$ cat src/rtl/idx_remap_pkg.sv
package idx_remap_pkg;
  localparam int SLOTS    = 5;   // in0,in1,in2,out0,out1
  localparam int SHAPES   = 4;
  localparam int SEL_W    = $clog2(SHAPES);
  localparam int SHAPE_W  = 32;
  localparam int CTRL_W   = 24;
  localparam int EN_LSB   = SLOTS * SEL_W;
  localparam int BASE_W   = 5;
  localparam int REGNUM_W = BASE_W + 2;

  typedef enum logic [1:0] {
    SEQ_IDLE,
    SEQ_SCAN,
    SEQ_SINGLE
  } seq_state_e;
endpackage

$ cat src/rtl/idx_remap_ctrl.sv
module idx_remap_ctrl
  import idx_remap_pkg::*;
#(
  parameter int NSLOT = SLOTS,
  localparam int IDX_W = $clog2(NSLOT)
) (
  input  logic             clk,
  input  logic             rst_n,
  input  logic             start,
  input  logic             mode,
  output logic             load,
  output logic             step,
  output logic             commit,
  output logic [IDX_W-1:0] bit_idx,
  output logic             busy,
  output logic             done
);
  localparam logic [IDX_W-1:0] LAST_IDX = IDX_W'(NSLOT - 1);

  seq_state_e       state_q, state_d;
  logic [IDX_W-1:0] bit_q, bit_d;
  logic             done_q;

  always_comb begin
    state_d = state_q;
    bit_d   = bit_q;
    load    = 1'b0;
    step    = 1'b0;
    commit  = 1'b0;
    unique case (state_q)
      SEQ_IDLE: begin
        if (start) begin
          load    = 1'b1;
          bit_d   = '0;
          state_d = mode ? SEQ_SINGLE : SEQ_SCAN;
        end
      end
      SEQ_SCAN: begin
        step = 1'b1;
        if (bit_q == LAST_IDX) begin
          commit  = 1'b1;
          state_d = SEQ_IDLE;
        end else begin
          bit_d = bit_q + 1'b1;
        end
      end
      SEQ_SINGLE: begin
        step    = 1'b1;
        commit  = 1'b1;
        state_d = SEQ_IDLE;
      end
      default: state_d = SEQ_IDLE;
    endcase
  end

  always_ff @(posedge clk or negedge rst_n) begin
    if (!rst_n) begin
      state_q <= SEQ_IDLE;
      bit_q   <= '0;
      done_q  <= 1'b0;
    end else begin
      state_q <= state_d;
      done_q  <= commit;
      if (load || step) bit_q <= bit_d;
    end
  end

  assign bit_idx = bit_q;
  assign busy    = (state_q != SEQ_IDLE);
  assign done    = done_q;

  a_r7_scan_in_range: assert property (@(posedge clk) disable iff (!rst_n)
    (state_q == SEQ_SCAN) |-> (bit_q <= LAST_IDX));
  a_r7_done_one_cycle: assert property (@(posedge clk) disable iff (!rst_n)
    done |=> !done);
endmodule

$ cat src/rtl/idx_remap_bank.sv
module idx_remap_bank
  import idx_remap_pkg::*;
#(
  parameter int DIM_W = 5,
  parameter int EW_W  = 2,
  localparam int IDX_W = $clog2(SLOTS)
) (
  input  logic                      clk,
  input  logic                      rst_n,
  input  logic                      load,
  input  logic                      step,
  input  logic                      commit,
  input  logic [IDX_W-1:0]          bit_idx,
  input  logic [SLOTS-1:0]          mask_i,
  input  logic                      mode_i,
  input  logic [BASE_W-1:0]         base_i,
  input  logic [DIM_W-1:0]          dim_i,
  input  logic [EW_W-1:0]           ew_i,
  input  logic                      twod_i,
  output logic [SHAPES*SHAPE_W-1:0] shape_o,
  output logic [CTRL_W-1:0]         ctrl_o
);
  localparam int DIM_LSB = REGNUM_W;
  localparam int EW_LSB  = DIM_LSB + DIM_W;
  localparam int TD_BIT  = EW_LSB + EW_W;

  logic [SLOTS-1:0]   mask_q;
  logic               mode_q;
  logic [SHAPE_W-1:0] word_q, word_in;
  logic [SEL_W-1:0]   alloc_q, alloc_d;
  logic [SHAPE_W-1:0] work_sh   [SHAPES];
  logic [SHAPE_W-1:0] work_sh_d [SHAPES];
  logic [SHAPE_W-1:0] vis_sh    [SHAPES];
  logic [CTRL_W-1:0]  work_ctrl, work_ctrl_d, vis_ctrl;
  logic [IDX_W-1:0]   tgt_slot;
  logic [SEL_W-1:0]   tgt_shape;

  always_comb begin
    word_in                      = '0;
    word_in[REGNUM_W-1:0]        = {base_i, 2'b00};
    word_in[DIM_LSB +: DIM_W]    = dim_i;
    word_in[EW_LSB +: EW_W]      = ew_i;
    word_in[TD_BIT]              = twod_i;
  end

  assign tgt_slot  = mask_q[IDX_W-1:0];
  assign tgt_shape = mask_q[SLOTS-1 -: SEL_W];

  always_comb begin
    work_sh_d   = work_sh;
    work_ctrl_d = work_ctrl;
    alloc_d     = alloc_q;
    if (load) begin
      alloc_d = '0;
      if (mode_i) begin
        work_sh_d   = vis_sh;
        work_ctrl_d = vis_ctrl;
      end else begin
        for (int s = 0; s < SHAPES; s++) work_sh_d[s] = '0;
        work_ctrl_d = '0;
      end
    end else if (step) begin
      if (!mode_q) begin
        if (mask_q[bit_idx]) begin
          work_sh_d[alloc_q]                          = word_q;
          work_ctrl_d[SEL_W*bit_idx +: SEL_W]         = alloc_q;
          work_ctrl_d[EN_LSB + bit_idx]               = 1'b1;
          alloc_d                                     = alloc_q + 1'b1;
        end
      end else if (tgt_slot < IDX_W'(SLOTS)) begin
        work_sh_d[tgt_shape]                          = word_q;
        work_ctrl_d[SEL_W*tgt_slot +: SEL_W]          = tgt_shape;
        work_ctrl_d[EN_LSB + tgt_slot]                = 1'b1;
      end
    end
  end

  always_ff @(posedge clk or negedge rst_n) begin
    if (!rst_n) begin
      mask_q    <= '0;
      mode_q    <= 1'b0;
      word_q    <= '0;
      alloc_q   <= '0;
      work_ctrl <= '0;
      vis_ctrl  <= '0;
    end else begin
      if (load) begin
        mask_q <= mask_i;
        mode_q <= mode_i;
        word_q <= word_in;
      end
      if (load || step) begin
        alloc_q   <= alloc_d;
        work_ctrl <= work_ctrl_d;
      end
      if (commit) vis_ctrl <= work_ctrl_d;
    end
  end

  for (genvar g = 0; g < SHAPES; g++) begin : g_shape
    always_ff @(posedge clk or negedge rst_n) begin
      if (!rst_n) begin
        work_sh[g] <= '0;
        vis_sh[g]  <= '0;
      end else begin
        if (load || step) work_sh[g] <= work_sh_d[g];
        if (commit)       vis_sh[g]  <= work_sh_d[g];
      end
    end
    assign shape_o[g*SHAPE_W +: SHAPE_W] = vis_sh[g];
  end

  assign ctrl_o = vis_ctrl;

  a_r2_enables_follow_mask: assert property (@(posedge clk) disable iff (!rst_n)
    (commit && !mode_q) |=> (vis_ctrl[EN_LSB +: SLOTS] == mask_q));
  a_r4_wrap_shares_shape0: assert property (@(posedge clk) disable iff (!rst_n)
    (commit && !mode_q && (mask_q == '1)) |=>
      (vis_ctrl[SEL_W-1:0] == '0) && (vis_ctrl[SEL_W*(SLOTS-1) +: SEL_W] == '0));
  a_r6_bad_slot_no_write: assert property (@(posedge clk) disable iff (!rst_n)
    (commit && mode_q && (tgt_slot >= IDX_W'(SLOTS))) |=> $stable(vis_ctrl) && $stable(shape_o));
endmodule

$ cat src/rtl/idx_remap_setup.sv
module idx_remap_setup
  import idx_remap_pkg::*;
#(
  parameter int DIM_W = 5,
  parameter int EW_W  = 2
) (
  input  logic               clk,
  input  logic               rst_n,
  input  logic               start,
  input  logic [SLOTS-1:0]   mask,
  input  logic               mask_mode,
  input  logic [BASE_W-1:0]  idx_base,
  input  logic [DIM_W-1:0]   dim,
  input  logic [EW_W-1:0]    elem_w,
  input  logic               two_d,
  output logic [SHAPE_W-1:0] shape0,
  output logic [SHAPE_W-1:0] shape1,
  output logic [SHAPE_W-1:0] shape2,
  output logic [SHAPE_W-1:0] shape3,
  output logic [CTRL_W-1:0]  ctrl,
  output logic               busy,
  output logic               done
);
  localparam int IDX_W = $clog2(SLOTS);

  logic                      load, step, commit;
  logic [IDX_W-1:0]          bit_idx;
  logic [SHAPES*SHAPE_W-1:0] shapes;

  idx_remap_ctrl #(.NSLOT(SLOTS)) u_ctrl (
    .clk     (clk),
    .rst_n   (rst_n),
    .start   (start),
    .mode    (mask_mode),
    .load    (load),
    .step    (step),
    .commit  (commit),
    .bit_idx (bit_idx),
    .busy    (busy),
    .done    (done)
  );

  idx_remap_bank #(.DIM_W(DIM_W), .EW_W(EW_W)) u_bank (
    .clk     (clk),
    .rst_n   (rst_n),
    .load    (load),
    .step    (step),
    .commit  (commit),
    .bit_idx (bit_idx),
    .mask_i  (mask),
    .mode_i  (mask_mode),
    .base_i  (idx_base),
    .dim_i   (dim),
    .ew_i    (elem_w),
    .twod_i  (two_d),
    .shape_o (shapes),
    .ctrl_o  (ctrl)
  );

  assign shape0 = shapes[0*SHAPE_W +: SHAPE_W];
  assign shape1 = shapes[1*SHAPE_W +: SHAPE_W];
  assign shape2 = shapes[2*SHAPE_W +: SHAPE_W];
  assign shape3 = shapes[3*SHAPE_W +: SHAPE_W];

  a_r8_publish_at_end: assert property (@(posedge clk) disable iff (!rst_n)
    busy |=> (done || $stable({shape0, shape1, shape2, shape3, ctrl})));
  a_r9_busy_ends_with_done: assert property (@(posedge clk) disable iff (!rst_n)
    $fell(busy) |-> done);
endmodule

$ cat config.mk
export PLATFORM = sky130hd
export DESIGN_NAME = idx_remap_setup
export DESIGN_NICKNAME = d
export VERILOG_FILES = /design/src/rtl/idx_remap_pkg.sv /design/src/rtl/idx_remap_ctrl.sv /design/src/rtl/idx_remap_bank.sv /design/src/rtl/idx_remap_setup.sv
export SDC_FILE = /design/constraint.sdc
export NUM_CORES = 1
export LEC_CHECK = 0
export BUFFER_PORTS_ARGS = -buffer_cell sky130_fd_sc_hd__buf_4
export CAP_MARGIN = 25
export CORE_AREA = 2 2 136 270
export DETAILED_ROUTE_END_ITERATION = 10
export DIE_AREA = 0 0 138 272
export PLACE_DENSITY = 0.61
export SETUP_SLACK_MARGIN = 0.5
export SLEW_MARGIN = 40
export SYNTH_ARGS = -nofsm -noshare
export SYNTH_HDL_FRONTEND = slang
export SYNTH_HIERARCHICAL = 1
export SYNTH_SLANG_ARGS = --single-unit
$ cat constraint.sdc
create_clock -name clk -period 3.85 [get_ports clk]
set_clock_uncertainty 0.2 [all_clocks]
set_input_delay 0.5775 -clock clk [delete_from_list [all_inputs] [get_ports clk]]
set_output_delay 0.5775 -clock clk [all_outputs]
set_load 0.005 [all_outputs]
==> impl_results.md, run 1 <==
- Worst r2r src: u_ctrl/bit_idx[1]
- Post-synthesis sequential area ratio: a little under three fifths
- # DRC: 0
- Final Cell Area: 18290 um2
- Post-DP HPWL: 36050 um
- Initial Util: a little over two fifths
- CP endpoint: u_bank/work_ctrl[7]
- Max Cap Violations: 0
- CTS tree: built
- Congestion Overflow GR: 0
- R2R Setup Slk: 0.63 ns
- Mapped Nets: ~1.3k
- Via density: 6.386
- Setup tns final: 0 ns
- Post-Layout Cell Count: 1924
- Netlist Area Pre-Place: 15060 um2
- Clk sinks: 331
- Power per cell area: between 700 and 800 nW/um2
- Hold Crit Class: in2reg
- Commonest non-fill, non-tap cell in the layout: dfrtp_1
- Rows: 98
- Tot Pwr: 13.31 mW
- Top-level I/O count: between 150 and 200
- Fmax: 0.3108 GHz
- Routed wire per std cell: 26.68 um
- Largest fanout on the critical path: 10
- Core Region: 35560 um2
- Max H-tree Level: 1
- Setup Viol. Count Final: 0
- Clk Tree Root Cell: clkbuf_16
- Placed insts: 1860
- Die area: 37540 um2
- Capturing point of the worst reg2reg path: u_bank/work_ctrl[7]
- Crit end category: flop
- Crit path required time: 4.13 ns
- Chip width: 138 um
- Final worst slack: around 0.63 ns
- Pleak: 8.537 nW
- Port Buf Inserts: 175
- Asr flop ratio synth: 100.0%
- CP Class: reg2reg
- Max transition margin: about 40%
- Post-route antenna net violation count: 0
- Chip height: 272 um
- Fin crit share: 83.57%
- Initial DRC count: between 700 and 800
- Avg Inst Size Synth: 11.75 um2
- Yosys reg bits: 331
- Nets: between 1.5k and 2k
- Worst Max-Slew Pin Slew: 0.9035 ns
- Synth Warn #: 6
- Highest-count cells in the layout ignoring fill and taps: 329 x dfrtp_1, 232 x buf_4, 159 x a22o_1
- Startpoint Class: flop
- Layout area overhead: 21.45%
- RSZ-0062 raised after global routing: no
- Total CTS buffers: 30
- Initial antenna violation count: 0
- Top FF cell, synth: dfrtp_1
- Clk buf depth: 3
- VDD IR max: between 0.4 and 0.5 mV
- Tmin final: 3.217 ns
- FF-to-FF path depth: 8
- Setup WS pre-CTS: 0.5705 ns
- Total track usage: 26.76%
- Worst EP arrival: 3.50 ns
- Final Hold Viols: 0
- Routability cong.: 0.9561
- Largest net degree at the start of global routing: 96
- Post-synth cell types: 64
- First-pass GRT wire length: 78690 um
- WL final: 51340 um
- Filler cells: 3152
- CTS clk-pin slew, worst paths: 0.07 ns
- Critical Path Start: u_ctrl/bit_idx[1]
- Number of synthesized flops with an enable pin: 0
- Final max-slew violation count: 0
- Mapped Cells: 1281
- Vias: around 12k
- Dpl cell area: 17040 um2
- Status: finished clean
- Number of global-route vias before repair: 12.54k
- Antenna fix cells: 0
- Later-pin clock latency in the skew report: ~0.57 ns
- Setup bufs post-CTS: 0
- First-pass DRT Iterations: 5
- Layout cells sized above 1: 24.02%
==> cells in the mapped netlist, types with 24 or more instances <==
library cell / count / area share [%]
a22oi_1: 26 / 1.3
o211ai_1: 58 / 2.9
nand4_1: 54 / 2.2
a22o_1: 159 / 9.2
o31ai_1: 25 / 1.2
a221o_1: 59 / 3.9
clkbuf_1: 77 / 1.9
nand2_1: 103 / 2.6
ha_1: 27 / 2.2
and4_1: 54 / 3.1
nor2_1: 24 / 0.60
dfrtp_1: 331 / 55
==> worst max-delay path: stages (launching register included) <==
cell and delay (ns):
dfrtp_1 0.42, inv_1 0.12, ha_1 0.22, ha_1 0.49, or3b_2 0.52, or3_1 0.34, nor3_1 0.48, a21oi_1 0.14
o211ai_1 0.20
==> metrics by stage <==
step                hold slack [ns]  util (%)
finish                      0.01802     51.42
global route               0.009809     51.42
CTS                        0.001045     51.29
detailed placement           0.2788     47.92
global placement             0.2724     47.86
floorplan                   0.08191         -
==> power by group <==
part | leakage (nW) | internal (mW) | switching (mW)
registers | 4.55 | 4.19 | 0.724
logic | 3.44 | 1.88 | 3.09
clock network | 0.544 | 2.05 | 1.38
==> worst min-delay path by stage <==
stage                            start                   to  slack [ns]  cells after the start
finish                          dim[3]    u_bank/word_q[10]        0.02                      2
global route                    dim[3]    u_bank/word_q[10]        0.01                      2
global placement    u_bank/work_sh[31]  u_bank/shape_o[127]        0.27                      1
CTS                        idx_base[2]     u_bank/word_q[4]       0.001                      2
floorplan                        rst_n    u_bank/alloc_q[0]        0.08                      0
detailed placement  u_bank/work_sh[64]   u_bank/shape_o[32]        0.28                      1
==> per-layer routing <==
layer	up-vias	part of all wire, %	global-route usage, %
met1	6287	36	30.22
met2	492	51	46.43
met5	-	0	0
met4	0	8.7	20.22
met3	145	4.6	2.883
li1	5363	-	-
==> area by class of cell <==
type                    instances  area, um2  area share (%)
multi-input cells             821       6265           34.26
inverters                      19      71.32          0.3900
repair buffers                249       1974           10.80
flip-flops and latches        331       8285           45.31
clock buffers                  40      869.6           4.756
well taps                     450      563.0           3.079
clock inverters                14      256.5           1.403
==> sequential cells by signal (all words and copies together) (netlist names) <==
register	cells
u_bank/alloc_q	2
u_bank/ctrl_o	24
u_bank/mask_q	5
u_bank/mode_q	1
u_bank/shape_o	128
u_bank/word_q	13
u_bank/work_ctrl	24
u_bank/work_sh	128
u_ctrl/bit_idx	3
u_ctrl/done	1
u_ctrl/state_q	2
==> repair_timing <==
action / in CTS / in global routing
setup endpoints to repair: 0 / 4
gates resized for setup: 0 / 3
endpoints found under the hold margin: 96 / 0
hold buffers: 7 / 0
==> logic make-up after synthesis <==
kind of cell,after synthesis,synth area share [%]
compound gates,437,24.18
xor+xnor,1,0.05818
fa+ha+maj,27,2.244
buf+inv,129,3.648
flops,331,55.02
mux,25,1.837
simple gates,331,13.01
Note: power is estimated with default switching activity, not from simulation.
==> inputs of run 2 (changes only) <==
--- a/config.mk
+++ b/config.mk
@@ -5,11 +5,12 @@
 export SDC_FILE = /design/constraint.sdc
 export NUM_CORES = 1
 export LEC_CHECK = 0
+export ABC_AREA = 1
 export BUFFER_PORTS_ARGS = -buffer_cell sky130_fd_sc_hd__buf_4
 export CAP_MARGIN = 25
-export CORE_AREA = 2 2 136 270
+export CORE_AREA = 2 2 147 292
 export DETAILED_ROUTE_END_ITERATION = 10
-export DIE_AREA = 0 0 138 272
+export DIE_AREA = 0 0 149 294
 export PLACE_DENSITY = 0.61
 export SETUP_SLACK_MARGIN = 0.5
 export SLEW_MARGIN = 40
==> constraint.sdc (replaced) <==
create_clock -name clk -period 3.2 [get_ports clk]
set_clock_uncertainty 0.2 [all_clocks]
set_input_delay 0.48 -clock clk [delete_from_list [all_inputs] [get_ports clk]]
set_output_delay 0.48 -clock clk [all_outputs]
set_load 0.005 [all_outputs]
==> run 2 against run 1 <==
Synthesized cell count is 90% higher. Power is 57% higher. Final area grew 15%. Critical endpoint is now u_bank/shape_o[33]. First-iteration DRC count grew 17%. Clock-buffer cell count grew 8. Sequential share of layout area is 5.8 points lower.
==> impl_results.md, run 2 <==
- Status: finished clean
- Later-pin clock latency in the skew report: 0.60 ns
- Sw Ratio: 46.08%
- Post-synthesis sequential area ratio: a little under half
- Number of synthesized flops with an enable pin: 0
- Total CTS buffers: 31
- Sw Pwr: slightly below 10 mW
- Worst EP arrival: 2.87 ns
- Nets: 2639
- Layout cells sized above 1: 15.38%
- Hold Crit Class: in2async
- Layout area overhead: 18.71%
- Setup tns final: 0 ns
- Internal: 11.25 mW
- Initial antenna violation count: 0
- Logic pwr share: 48.1%
- Crit path required time: 3.48 ns
- Flop pwr share: 34.1%
- Asr flop ratio synth: 100.0%
- Hold_ws: 0.1835 ns
- Yosys reg bits: 331
- Power per cell area: ~990 nW/um2
- Chip height: ~290 um
- Setup WS pre-CTS: 0.1473 ns
- Max Cap Violations: 0
- Chip width: about 150 um
- Synth Warn #: 6
- CTS clk-pin slew, worst paths: 0.07 ns
- Initial DRC count: 926
- Final Cell Area: between 20000 and 25000 um2
- Initial Util: between 40% and 50%
- Netlist Area Pre-Place: 17680 um2
- Post-synth cell types: 34
- Startpoint Class: flop
- Final Hold Viols: 0
- Clk buf depth: 3
- RSZ-0062 raised after global routing: yes
- Congestion Overflow GR: 0
- Dpl cell area: 19630 um2
- Largest fanout on the critical path: 19
- Final max-slew violation count: 0
- Mapped Cells: 2439
- Crit end category: flop
- First-pass GRT wire length: 87150 um
- CTS tree: built
- Clk sinks: 331
- Port Buf Inserts: 175
- Vias: 16.39k
- Top FF cell, synth: dfrtp_1
- WL final: 55160 um
- Tmin final: 2.593 ns
- Final worst slack: 0.6066 ns
- First-pass DRT Iterations: 5
- VDD IR max: 0.5703 mV
- Max H-tree Level: 1
- CP Class: reg2reg
- Tot Pwr: 20.86 mW
- Top cell type by total area after synthesis: dfrtp_1
- Core Region: 41640 um2
- Top cells by count, synth: 1159 x nand2_1, 331 x dfrtp_1, 196 x inv_1
- Clock Power Share: 17.8%
- Fmax: 0.3856 GHz
- # DRC: 0
- Commonest non-fill, non-tap cell in the layout: nand2_1
- Avg Inst Size Synth: 7.248 um2
- Max transition margin: 60.54%
- Post-DP HPWL: 36740 um
- Rows: 106
- Die area: 43810 um2
- Routed wire per std cell: between 15 and 20 um
- Mapped Nets: 2488
- Largest net degree at the start of global routing: a little under 100
- Post-route antenna net violation count: 0
- Setup Viol. Count Final: 0
- Highest-count cells in the layout ignoring fill and taps: 1159 x nand2_1, 329 x dfrtp_1, 211 x buf_4
- Routability cong.: 0.9268
- Largest cells by area after synthesis: dfrtp_1 47%, nand2_1 25%, nand3_1 5.5%
- Number of global-route vias before repair: ~16k
- Clk Tree Root Cell: clkbuf_16
- Worst Max-Slew Pin Slew: just under 0.6 ns
- Fin crit share: 81.04%
- Most frequent cell after synthesis: nand2_1
- Total track usage: 25.16%
- Synth top area share: a little under half
- Antenna fix cells: 0
- Pleak: 11.34 nW
- Via density: 5.199
- Top-level I/O count: 176
[run 2: cell count changes in the layout (fill, tap and decap cells not counted), sizes merged, moves of 54 or more]
| cell | delta |
|---|---|
| o21ai | +139 |
| a221o | -59 |
| nand3 | +215 |
| o211ai | -56 |
| inv | +190 |
| a22o | -145 |
| nand2 | +1110 |
| and4 | -54 |
[run 2: worst paths after layout]
path / start / to / slack [ns] / cells after the start
worst max register to register: u_bank/mask_q[1] / u_bank/shape_o[33] / 0.61 / 12
worst max-delay path: u_bank/mask_q[1] / u_bank/shape_o[33] / 0.61 / 12
min in group clk: u_bank/work_sh[125] / u_bank/work_sh[125] / 0.27 / 2
worst min register to register: u_bank/work_sh[125] / u_bank/work_sh[125] / 0.27 / 2
worst min-delay path: rst_n / u_bank/shape_o[53] / 0.18 / 2
max in group asynchronous: rst_n / u_bank/mask_q[0] / 1.81 / 3
[run 2: logic make-up after synthesis]
logic type / Yosys count / share of synthesized area [%]
flip-flops: 331 / 46.86
AO/OA/AOI/OAI: 245 / 7.397
AND/OR/NAND/NOR: 1495 / 35.74
adder cells (fa/ha/maj): 27 / 1.911
buffers and inverters: 341 / 8.097
[run 2: power groups by stage]
stage | logic [mW] | registers [mW] | clock network (mW)
2_1_floorplan | 6.34 | 6.67 | 0
3_3_place_gp | 9.46 | 7.13 | 0
3_5_place_dp | 9.68 | 7.18 | 0
4_1_cts | 9.84 | 7.11 | 3.80
5_1_grt | 11.2 | 7.27 | 3.97
6_report | 10.0 | 7.12 | 3.71
[run 2: through the flow]
stage | instances | utilization [%]
3_5_place_dp | 3073 | 47.12
4_1_cts | 3153 | 50.17
3_3_place_gp | 3073 | 47.12
2_1_floorplan | 2439 | -
6_report | 3153 | 50.39
5_1_grt | 3153 | 50.39
[run 2: routing by layer]
layer / up-vias / part of all wire (%) / wire length [um] / GRT usage [%]
met1: 7782 / 37 / 20230 / 27.76
met3: 144 / 5.4 / 3003 / 3.116
met4: 0 / 5.8 / 3206 / 13.80
met2: 543 / 52 / 28730 / 46.15
li1: 7923 / - / - / -
met5: - / 0 / 0 / 0
[run 2: layout make-up]
cell class	instances	area, um2
Fill cell	4130	20660
Sequential cell	331	8285
Multi-Input combinational cell	1768	8083
Timing Repair Buffer	251	2151
Clock buffer	48	919.6
Inverter	207	787.0
Tap cell	540	675.6
Clock inverter	8	82.58
[run 2: what timing repair did]
item | in CTS | in global routing
cloned | 1 | 0
pin swaps | 1 | 1
endpoints found under the setup margin | 92 | 159
setup buffers | 1 | 0
hold endpoints to repair | 69 | 0
hold buffers | 22 | 0
gates resized for setup | 10 | 25
[run 2: worst max-delay path: stages (launching register included)]
cell	delay, ns
dfrtp_1	0.46
inv_2	0.11
ha_1	0.22
nand2_2	0.10
nand2_4	0.11
inv_4	0.18
nand3_4	0.23
a21oi_2	0.32
nand2_8	0.19
nand3_1	0.12
nand2_1	0.08
nand2_1	0.08
nand2_1	0.07
